**src/rtl/btag_pkg.sv**
```systemverilog
`timescale 1ns/1ps
package btag_pkg;

  typedef enum logic {
    KM_RUN  = 1'b0,
    KM_KILL = 1'b1
  } kill_mode_e;

endpackage

```
**src/rtl/btag_pool.sv**
```systemverilog
`timescale 1ns/1ps
module btag_pool #(
  parameter int NTAGS = 4,
  parameter int TW    = $clog2(NTAGS)
) (
  input  logic          clk,
  input  logic          rst_n,
  input  logic          take,
  input  logic          give,
  input  logic [TW-1:0] give_tag,
  output logic          any_free,
  output logic [TW-1:0] pick_tag
);

  logic [NTAGS-1:0] free_q;

  // lowest set bit wins
  function automatic logic [TW-1:0] first_set(input logic [NTAGS-1:0] v);
    logic [TW-1:0] r;
    r = '0;
    for (int i = NTAGS - 1; i >= 0; i--) begin
      if (v[i]) r = TW'(i);
    end
    return r;
  endfunction

  assign any_free = |free_q;
  assign pick_tag = first_set(free_q);

  always_ff @(posedge clk) begin
    if (!rst_n) begin
      free_q <= {{(NTAGS-1){1'b1}}, 1'b0};
    end else begin
      if (take) free_q[pick_tag] <= 1'b0;
      if (give) free_q[give_tag] <= 1'b1;
    end
  end

  p_take_needs_free_r5: assert property (@(posedge clk) disable iff (!rst_n)
    take |-> any_free);

  p_give_in_use_r12: assert property (@(posedge clk) disable iff (!rst_n)
    give |-> !free_q[give_tag]);

  p_take_give_apart_r12: assert property (@(posedge clk) disable iff (!rst_n)
    (take && give) |-> (pick_tag != give_tag));

endmodule

```
**src/rtl/btag_order.sv**
```systemverilog
`timescale 1ns/1ps
module btag_order #(
  parameter int NTAGS = 4,
  parameter int TW    = $clog2(NTAGS),
  parameter int CW    = $clog2(NTAGS + 1)
) (
  input  logic          clk,
  input  logic          rst_n,
  input  logic          push,
  input  logic [TW-1:0] push_tag,
  input  logic          drop,
  input  logic [TW-1:0] drop_idx,
  input  logic          pop,
  input  logic [TW-1:0] query_tag,
  output logic [TW-1:0] tail_tag,
  output logic [CW-1:0] cnt,
  output logic          hit,
  output logic [TW-1:0] hit_idx
);

  logic [TW-1:0] ent_q [NTAGS];
  logic [TW-1:0] ent_d [NTAGS];
  logic [CW-1:0] cnt_q, cnt_d;

  assign cnt      = cnt_q;
  assign tail_tag = ent_q[TW'(cnt_q - CW'(1))];

  // position lookup among live entries
  always_comb begin
    hit     = 1'b0;
    hit_idx = '0;
    for (int i = 0; i < NTAGS; i++) begin
      if (CW'(i) < cnt_q && ent_q[i] == query_tag) begin
        hit     = 1'b1;
        hit_idx = TW'(i);
      end
    end
  end

  // removal first, then append: a same-cycle branch is younger
  always_comb begin
    ent_d = ent_q;
    cnt_d = cnt_q;
    if (drop) begin
      for (int i = 0; i < NTAGS - 1; i++) begin
        if (i >= int'(drop_idx)) ent_d[i] = ent_q[i+1];
      end
      cnt_d = cnt_d - CW'(1);
    end
    if (pop) cnt_d = cnt_d - CW'(1);
    if (push) begin
      ent_d[cnt_d[TW-1:0]] = push_tag;
      cnt_d = cnt_d + CW'(1);
    end
  end

  always_ff @(posedge clk) begin
    if (!rst_n) begin
      for (int i = 0; i < NTAGS; i++) ent_q[i] <= '0;
      cnt_q <= CW'(1);
    end else begin
      ent_q <= ent_d;
      cnt_q <= cnt_d;
    end
  end

  p_count_range_r5: assert property (@(posedge clk) disable iff (!rst_n)
    (cnt_q != '0) && (cnt_q <= CW'(NTAGS)));

  p_push_has_room_r5: assert property (@(posedge clk) disable iff (!rst_n)
    (push && !drop) |-> (cnt_q < CW'(NTAGS)));

  p_pop_shrinks_r7: assert property (@(posedge clk) disable iff (!rst_n)
    (pop && !push && !drop) |=> (cnt_q == $past(cnt_q) - CW'(1)));

endmodule

```
**src/rtl/btag_kill.sv**
```systemverilog
`timescale 1ns/1ps
module btag_kill
  import btag_pkg::*;
#(
  parameter int CW = 3
) (
  input  logic          clk,
  input  logic          rst_n,
  input  logic          start,
  input  logic [CW-1:0] start_len,
  input  logic [CW-1:0] cnt,
  output logic          busy,
  output logic          last
);

  kill_mode_e    mode_q;
  logic [CW-1:0] stop_q;

  assign busy = (mode_q == KM_KILL);
  assign last = busy && ((cnt - CW'(1)) == stop_q);

  always_ff @(posedge clk) begin
    if (!rst_n) begin
      mode_q <= KM_RUN;
      stop_q <= '0;
    end else if (start) begin
      mode_q <= KM_KILL;
      stop_q <= start_len;
    end else if (last) begin
      mode_q <= KM_RUN;
    end
  end

  p_stop_below_count_r9: assert property (@(posedge clk) disable iff (!rst_n)
    busy |-> (cnt > stop_q));

  p_start_when_idle_r10: assert property (@(posedge clk) disable iff (!rst_n)
    start |-> !busy);

  p_last_ends_r8: assert property (@(posedge clk) disable iff (!rst_n)
    last |=> !busy);

endmodule

```
**src/rtl/btag_alloc.sv**
```systemverilog
`timescale 1ns/1ps
module btag_alloc #(
  parameter int NTAGS = 4,
  parameter int TW    = $clog2(NTAGS)
) (
  input  logic          clk,
  input  logic          rst_n,
  input  logic          disp_valid,
  input  logic          disp_is_br,
  output logic          disp_ready,
  output logic [TW-1:0] disp_tag,
  output logic [TW-1:0] disp_new_tag,
  input  logic          res_valid,
  input  logic [TW-1:0] res_tag,
  input  logic          res_mispred,
  output logic          kill_valid,
  output logic [TW-1:0] kill_tag
);

  localparam int CW = $clog2(NTAGS + 1);

  // named internal events
  logic          any_free, busy, last;
  logic          disp_fire, br_fire;
  logic          res_ok, rel_fire, kill_start;
  logic          pool_give;
  logic [TW-1:0] pick_tag, tail_tag, give_tag, hit_idx;
  logic [CW-1:0] cnt;
  logic          hit;

  assign disp_ready   = !busy && (!disp_is_br || any_free);
  assign disp_fire    = disp_valid && disp_ready;
  assign br_fire      = disp_fire && disp_is_br;
  assign disp_tag     = tail_tag;
  assign disp_new_tag = pick_tag;

  // oldest live tag and resolves during a kill walk are not accepted
  assign res_ok     = res_valid && !busy && hit && (hit_idx != '0);
  assign rel_fire   = res_ok && !res_mispred;
  assign kill_start = res_ok && res_mispred;

  assign pool_give  = rel_fire || busy;
  assign give_tag   = rel_fire ? res_tag : tail_tag;

  assign kill_valid = busy;
  assign kill_tag   = tail_tag;

  btag_pool #(.NTAGS(NTAGS), .TW(TW)) u_pool (
    .clk      (clk),
    .rst_n    (rst_n),
    .take     (br_fire),
    .give     (pool_give),
    .give_tag (give_tag),
    .any_free (any_free),
    .pick_tag (pick_tag)
  );

  btag_order #(.NTAGS(NTAGS), .TW(TW), .CW(CW)) u_order (
    .clk       (clk),
    .rst_n     (rst_n),
    .push      (br_fire),
    .push_tag  (pick_tag),
    .drop      (rel_fire),
    .drop_idx  (hit_idx),
    .pop       (busy),
    .query_tag (res_tag),
    .tail_tag  (tail_tag),
    .cnt       (cnt),
    .hit       (hit),
    .hit_idx   (hit_idx)
  );

  btag_kill #(.CW(CW)) u_kill (
    .clk       (clk),
    .rst_n     (rst_n),
    .start     (kill_start),
    .start_len (CW'(hit_idx)),
    .cnt       (cnt),
    .busy      (busy),
    .last      (last)
  );

  p_branch_sets_current_r3: assert property (@(posedge clk) disable iff (!rst_n)
    br_fire |=> (disp_tag == $past(disp_new_tag)));

  p_plain_keeps_current_r2: assert property (@(posedge clk) disable iff (!rst_n)
    (disp_fire && !disp_is_br && !res_valid) |=> (disp_tag == $past(disp_tag)));

  p_kill_follows_mispredict_r7: assert property (@(posedge clk) disable iff (!rst_n)
    kill_start |=> kill_valid);

  p_kill_tags_change_r7: assert property (@(posedge clk) disable iff (!rst_n)
    (kill_valid && $past(kill_valid)) |-> (kill_tag != $past(kill_tag)));

  p_kill_holds_dispatch_r8: assert property (@(posedge clk) disable iff (!rst_n)
    kill_valid |-> !disp_ready);

endmodule

```
**config.mk**
```make
export PLATFORM = sky130hd
export DESIGN_NAME = btag_alloc
export DESIGN_NICKNAME = d
export VERILOG_FILES = /design/src/rtl/btag_pkg.sv /design/src/rtl/btag_pool.sv /design/src/rtl/btag_order.sv /design/src/rtl/btag_kill.sv /design/src/rtl/btag_alloc.sv
export SDC_FILE = /design/constraint.sdc
export NUM_CORES = 1
export LEC_CHECK = 0
export BUFFER_PORTS_ARGS = -buffer_cell sky130_fd_sc_hd__buf_2
export CAP_MARGIN = 25
export CORE_ASPECT_RATIO = 1.75
export CORE_MARGIN = 10
export CORE_UTILIZATION = 50
export CTS_CLUSTER_DIAMETER = 150
export CTS_CLUSTER_SIZE = 10
export DETAILED_ROUTE_END_ITERATION = 10
export GPL_TIMING_DRIVEN = 0
export PLACE_DENSITY = 0.81
export SLEW_MARGIN = 20
export SYNTH_ARGS = -nofsm -noshare
export SYNTH_HDL_FRONTEND = slang
export SYNTH_SLANG_ARGS = --single-unit
```
**constraint.sdc**
```tcl
create_clock -name clk -period 3.09 [get_ports clk]
set_clock_uncertainty 0.1 [all_clocks]
set_input_delay 0.618 -clock clk [delete_from_list [all_inputs] [get_ports clk]]
set_output_delay 0.618 -clock clk [all_outputs]
set_load 0.02 [all_outputs]
```
* Word-level counts from Yosys, hierarchy flattened
Cells that the tools add are included. Widths: inputs -> output; s select.
Word-level totals: output and inout bits 8, logic and storage cells 94, bits of input ports 8, flip-flop bits (word level) 18
Operators by class: equality and inequality tests 5, muxes and demuxes 35, add/subtract/negate cells 3, reduce and logical (&&, ||, !) cells 24, bitwise logic cells 5, order comparisons 14
Operators with widths (count):
- $mux 2 | 13
- $logic_and 1x1->1 | 16
- $mux 4 | 3
- $mux 1 | 9
- $mux 3 | 3
- $bwmux 8 | 1
- $eq 2x2->1 | 4
- $mux 8 | 1
- $ge 3x3->1 const B | 2
- $lt 1x3->1 const A | 2
- $lt 2x3->1 const A | 2
- $lt 2x3->1 const B | 2
- $mux 6 | 1
- $not 2->3 | 2
- $sub 3x1->3 const B | 2
- $and 4x4->4 | 1
- $bmux 2 s2 | 1
- $demux 1 s2 | 2
- $demux 2 s2 | 1
- $ge 1x2->1 const A | 2
- $ge 2x1->1 const B | 2
- $not 4->4 | 1
- $or 4x4->4 | 1
- $reduce_bool 2->1 | 2
- 7 further kinds | 10

* Longest topological paths before layout
depth in word-level cells 19, mapped depth 14, mapped depth without buffers 13

* Hierarchy
From an unflattened synthesis, not the netlist that was laid out.
Unflattened totals: cell total of the unflattened synthesis 163, area, all modules 1461.4 µm²
By module, submodules not included:
- btag_order | times used 1, area an instance 909.6 µm², sequential area each 220.2 µm², cells an instance 102
- btag_kill | times used 1, area an instance 227.7 µm², sequential area each 80.1 µm², cells an instance 21
- btag_pool | times used 1, area an instance 209.0 µm², sequential area each 80.1 µm², cells an instance 25
- btag_alloc | times used 1, area an instance 115.1 µm², sequential area each 0.0 µm², cells an instance 15

* Worst setup path after synthesis
Ideal clock, no wire load.
path type input port to flip-flop, start point input res_tag[1], end point register u_order.cnt_q[2], in the netlist u_order.cnt[2], stages on the path 12, library setup time 0.120 ns, slack 0.288 ns, data arrival time 2.582 ns, buffers on the path 2, path through buf_6 > xor2_1 > or3_4 > a31oi_4 > buf_6 > xnor2_1 > ha_1 > nand2_1 > xnor2_1 > xor2_1 > nor4_1 > o21bai_2
On the way: cells in the longest elaborated chain, start to end 14, elaborated cells between the ends (all ways) 24
Ends and longest elaborated chain:
- from (decl) | RTL line btag_alloc.sv:14 | input logic [TW-1:0] res_tag,
- $eq 2x2->1 | RTL line btag_order.sv:33 | if (CW'(i) < cnt_q && ent_q[i] == query_tag) begin
- $logic_and 1x1->1 | RTL line btag_order.sv:33
- $mux 1 (4 in a row) | RTL line btag_order.sv:33
- $logic_and 1x1->1 | RTL line btag_alloc.sv:38 | assign res_ok = res_valid && !busy && hit && (hit_idx != '0);
- $logic_and 1x1->1 (*) | RTL line btag_alloc.sv:38
- $logic_and 1x1->1 (*) | RTL line btag_alloc.sv:39 | assign rel_fire = res_ok && !res_mispred;
- $mux 3 (*) | RTL line btag_order.sv:44 | if (drop) begin
- $sub 3x1->3 | RTL line btag_order.sv:50 | if (pop) cnt_d = cnt_d - CW'(1);
- $mux 3 (*) | RTL line btag_order.sv:50
- $add 3x1->3 | RTL line btag_order.sv:53 | cnt_d = cnt_d + CW'(1);
- $mux 3 (*) | RTL line btag_order.sv:51 | if (push) begin
- to (signal assigned) | RTL line btag_order.sv:63 | cnt_q <= cnt_d;
- to (decl) | RTL line btag_order.sv:23 | logic [CW-1:0] cnt_q, cnt_d;
Every way passes the cells marked *; elsewhere a longest branch is shown, timed or not. A chain may end at the register's enable or synchronous reset.

* Final worst setup path
start point register u_order.cnt_q[0], in the netlist u_order.cnt[0], end point output kill_tag[1]
On the way: cells in the longest elaborated chain, start to end 5
Ends and longest elaborated chain:
- $sub 3x1->3
- $not 2->3 (implied by the code) | RTL line btag_order.sv:26 | assign tail_tag = ent_q[TW'(cnt_q - CW'(1))];
- $bmux 2 s2 | RTL line btag_order.sv:26
- $mux 2 (implied by the code) (2 in a row) | RTL line btag_order.sv:26
- to (decl) | RTL line btag_alloc.sv:17 | output logic [TW-1:0] kill_tag
Every way passes these cells. The select of a mux whose other input is x is not followed.

==> results.md <==
- Setup TNS: 0 ps
- Most used cell along the critical path: clkbuf_8
- Max-cap viol count: 0
- Vias: 1217
- Worst path depth: 7
- YS warnings: 0
- Pwr/cell area: 467 nW/um^2
- DR vias/cell: 6.34
- Gp weighted congestion: between 0.9 and 1
- Synth area leader: dfxtp_1
- Design Area, Final: 1490 um^2
- Ordered cell list for the critical path: clkbuf_8, inv_1, ha_1, clkbuf_8, mux4_2, buf_4, buf_2
- Synth cell types: 46
- Worst Path Buf+Inv: 5
- Netlist Area Pre-Place: 1350 um^2
- CTS sink count: 18
- Avg Synthesized Cell Area: 9.03 um^2
- Initial drt markers: 37
- R2r worst-path depth: 13
- Wirelength, routed: approximately 3500 um
- Largest net degree at the start of global routing: 11
- #FFs+latches synth: 18
- Hold Crit Depth: 2
- Kind of critical path: reg -> out
- RSZ-0062 raised after global routing: no
- Final-report setup violation count: 0
- Drt drc: 0
- Static Leak: 0.607 nW
- Fillers: 231
- Post-DP HPWL: 2760 um
- CP max FO: 10
- Slew Limit Headroom: between 50 and 60%
- Register area: 362 um^2
- First-pass DRT Iterations: 4
- Clk Latency, worst-skew pair: about 260 ps
- Synthesis-to-layout area growth: 10.8%
- Gate count after technology mapping: approximately 150
- Root buf cell: clkbuf_8
- Worst hold path type: reg -> reg
- Max-slew violations: 0
- Non-Filler Instances: 192
- Hold buffers post-CTS: 0
- Wire length of the first global-routing pass: 5780 um
- Wirelength per Cell: approximately 18 um
- CTS max path bufs: 2
- Final layout net count: roughly 180
- R2R Setup Slk: 160 ps
- TritonCTS clock tree: done
- Vias in the first global route: between 1000 and 1500
- Overall Global Routing Usage: 13.8%
- Outcome: completed
- Postcts setup bufs: 0
- Number of flops mapped to enable cells by yosys: 0
- Die X-Extent: approximately 59 um
- Crit path max-delay family: buffers and inverters
- F_max: 331 MHz
- Share of cells above drive strength 1: a little over a quarter
- Final cycle utilization of the critical path: 97.8%
- Hold Startpoint: u_order.ent_q[7]
- Hold EP: u_order.ent_q[7]
- R2r startpoint: u_order.cnt[1]
- Asr flop ratio synth: 0%
- # resized after CTS: 0
- Clock-pin slew on the worst setup and hold paths: around 70 ps
- Antenna diode instance count: 0
- Placed Area: roughly 1400 um^2
- Initial antenna violation count: 0
- CTS Buf Count: 3
- Worst path arrival time: around 2300 ps
- VDD IR-drop max: 262 uV
- Final Util: 59.1%
- Top-area cell type share of the netlist area: between 20% and 30%
- Initial Util: 53.3%
- Die area: 5250 um^2
- Top FF cell, synth: dfxtp_1
- Commonest cells in the netlist: dfxtp_1, nand2_1, mux2i_1
- Crit path max-delay cell type: mux4_2
- Sequential-to-total area share from yosys stat: 26.8%
- Tmin final: 3020 ps
- Main area contributors after synthesis: dfxtp_1, mux2i_1, xnor2_1, nand2_1, a21oi_1
- R2R Path End: u_order.cnt[2]
- Placed cells: 189
- Core Area: between 2000 and 3000 um^2
- Measured slew at the worst slew-check pin: 705 ps
- I/O Buffers: 14
- Crit. End Element: output port
- Critical path launch point type: flip-flop
- Antenna Nets Post-Route: 0
- Io pins: 16
- H-Tree Depth: 1
- Die H: slightly below 90 um
- Post-synth net total: 160
- Footprint of the multi-input gates: 868 um^2
- Req. time, crit path: 2370 ps
- # rows: 24
- GRT Residual Overflow: 0
- Crit-path max cell delay: approximately 580 ps
- Final Hold Violating Endpoints: 0
cell usage in the layout, fill, tap and decap left out, types with 3 or more instances in the layout:
| master | n |
|---|---|
| mux2i_1 | 11 |
| nor3_1 | 5 |
| xor2_1 | 4 |
| mux2_2 | 3 |
| nand2_1 | 18 |
| a21oi_1 | 9 |
| nand3_1 | 3 |
| o21ai_0 | 4 |
| buf_4 | 3 |
| o211ai_1 | 3 |
| buf_2 | 14 |
| xnor2_1 | 9 |
| inv_1 | 6 |
| nor2_1 | 9 |
| clkbuf_8 | 6 |
| dfxtp_1 | 17 |
| ha_1 | 3 |
cell type report:
class / instances / area share (%)
Timing Repair Buffer: 14 / 4.70
Sequential cell: 18 / 24.3
Inverter: 7 / 1.76
Tap cell: 26 / 2.18
Buffer: 9 / 6.05
Multi-Input combinational cell: 115 / 58.3
Clock buffer: 3 / 2.77
logic make-up after synthesis:
family	share of synthesized area, %
buf+inv	8.65
fa+ha+maj	2.79
mux	14.0
flops	26.8
simple gates	19.1
compound gates	20.2
xor+xnor	8.47
routing by layer:
metal,track usage [%],part of all wire [%],wire [um],vias to the layer above
li1,-,-,-,568
met1,14.5,38,1330,585
met2,24.2,52,1840,50
met3,3.16,5.6,196,14
met4,7.13,4.0,140,0
met5,0,0,0,-
worst register-to-register path: stages, from the launching register on:
cell and delay [ps]:
dfxtp_1 430, inv_1 140, ha_1 200, o21ba_2 270
o211ai_4 100, a31oi_4 270, buf_6 200, xnor2_1 180
ha_1 200, nand2_1 70, xnor2_1 200, xor2_1 240
nor4_1 70, o21bai_2 190
how the worst max path moves through the flow:
stage | slack [ps] | startpoint | end
after CTS | 50 | u_order.cnt[0] | kill_tag[1]
after detailed placement | -30 | res_tag[0] | u_order.cnt[2]
final | 70 | u_order.cnt[0] | kill_tag[1]
after floorplan | 290 | res_tag[1] | u_order.cnt[2]
after global routing | 20 | u_order.cnt[0] | kill_tag[1]
after global placement | 40 | res_tag[0] | u_order.cnt[2]
stage by stage:
step / hold WS (ps) / total power, mW / worst slack (ps)
floorplan: 335 / 0.466 / 288
global placement: 350 / 0.513 / 39.0
detailed placement: 360 / 0.527 / -32.7
CTS: 370 / 0.694 / 51.3
global route: 395 / 0.732 / 17.6
finish: 372 / 0.696 / 68.5
report_power, final:
group	switching, mW	internal (mW)	total, mW
clock	0.0820	0.0869	0.169
combinational	0.151	0.113	0.263
sequential	0.0163	0.248	0.264
No activity file was read; power rests on OpenSTA's default activity.
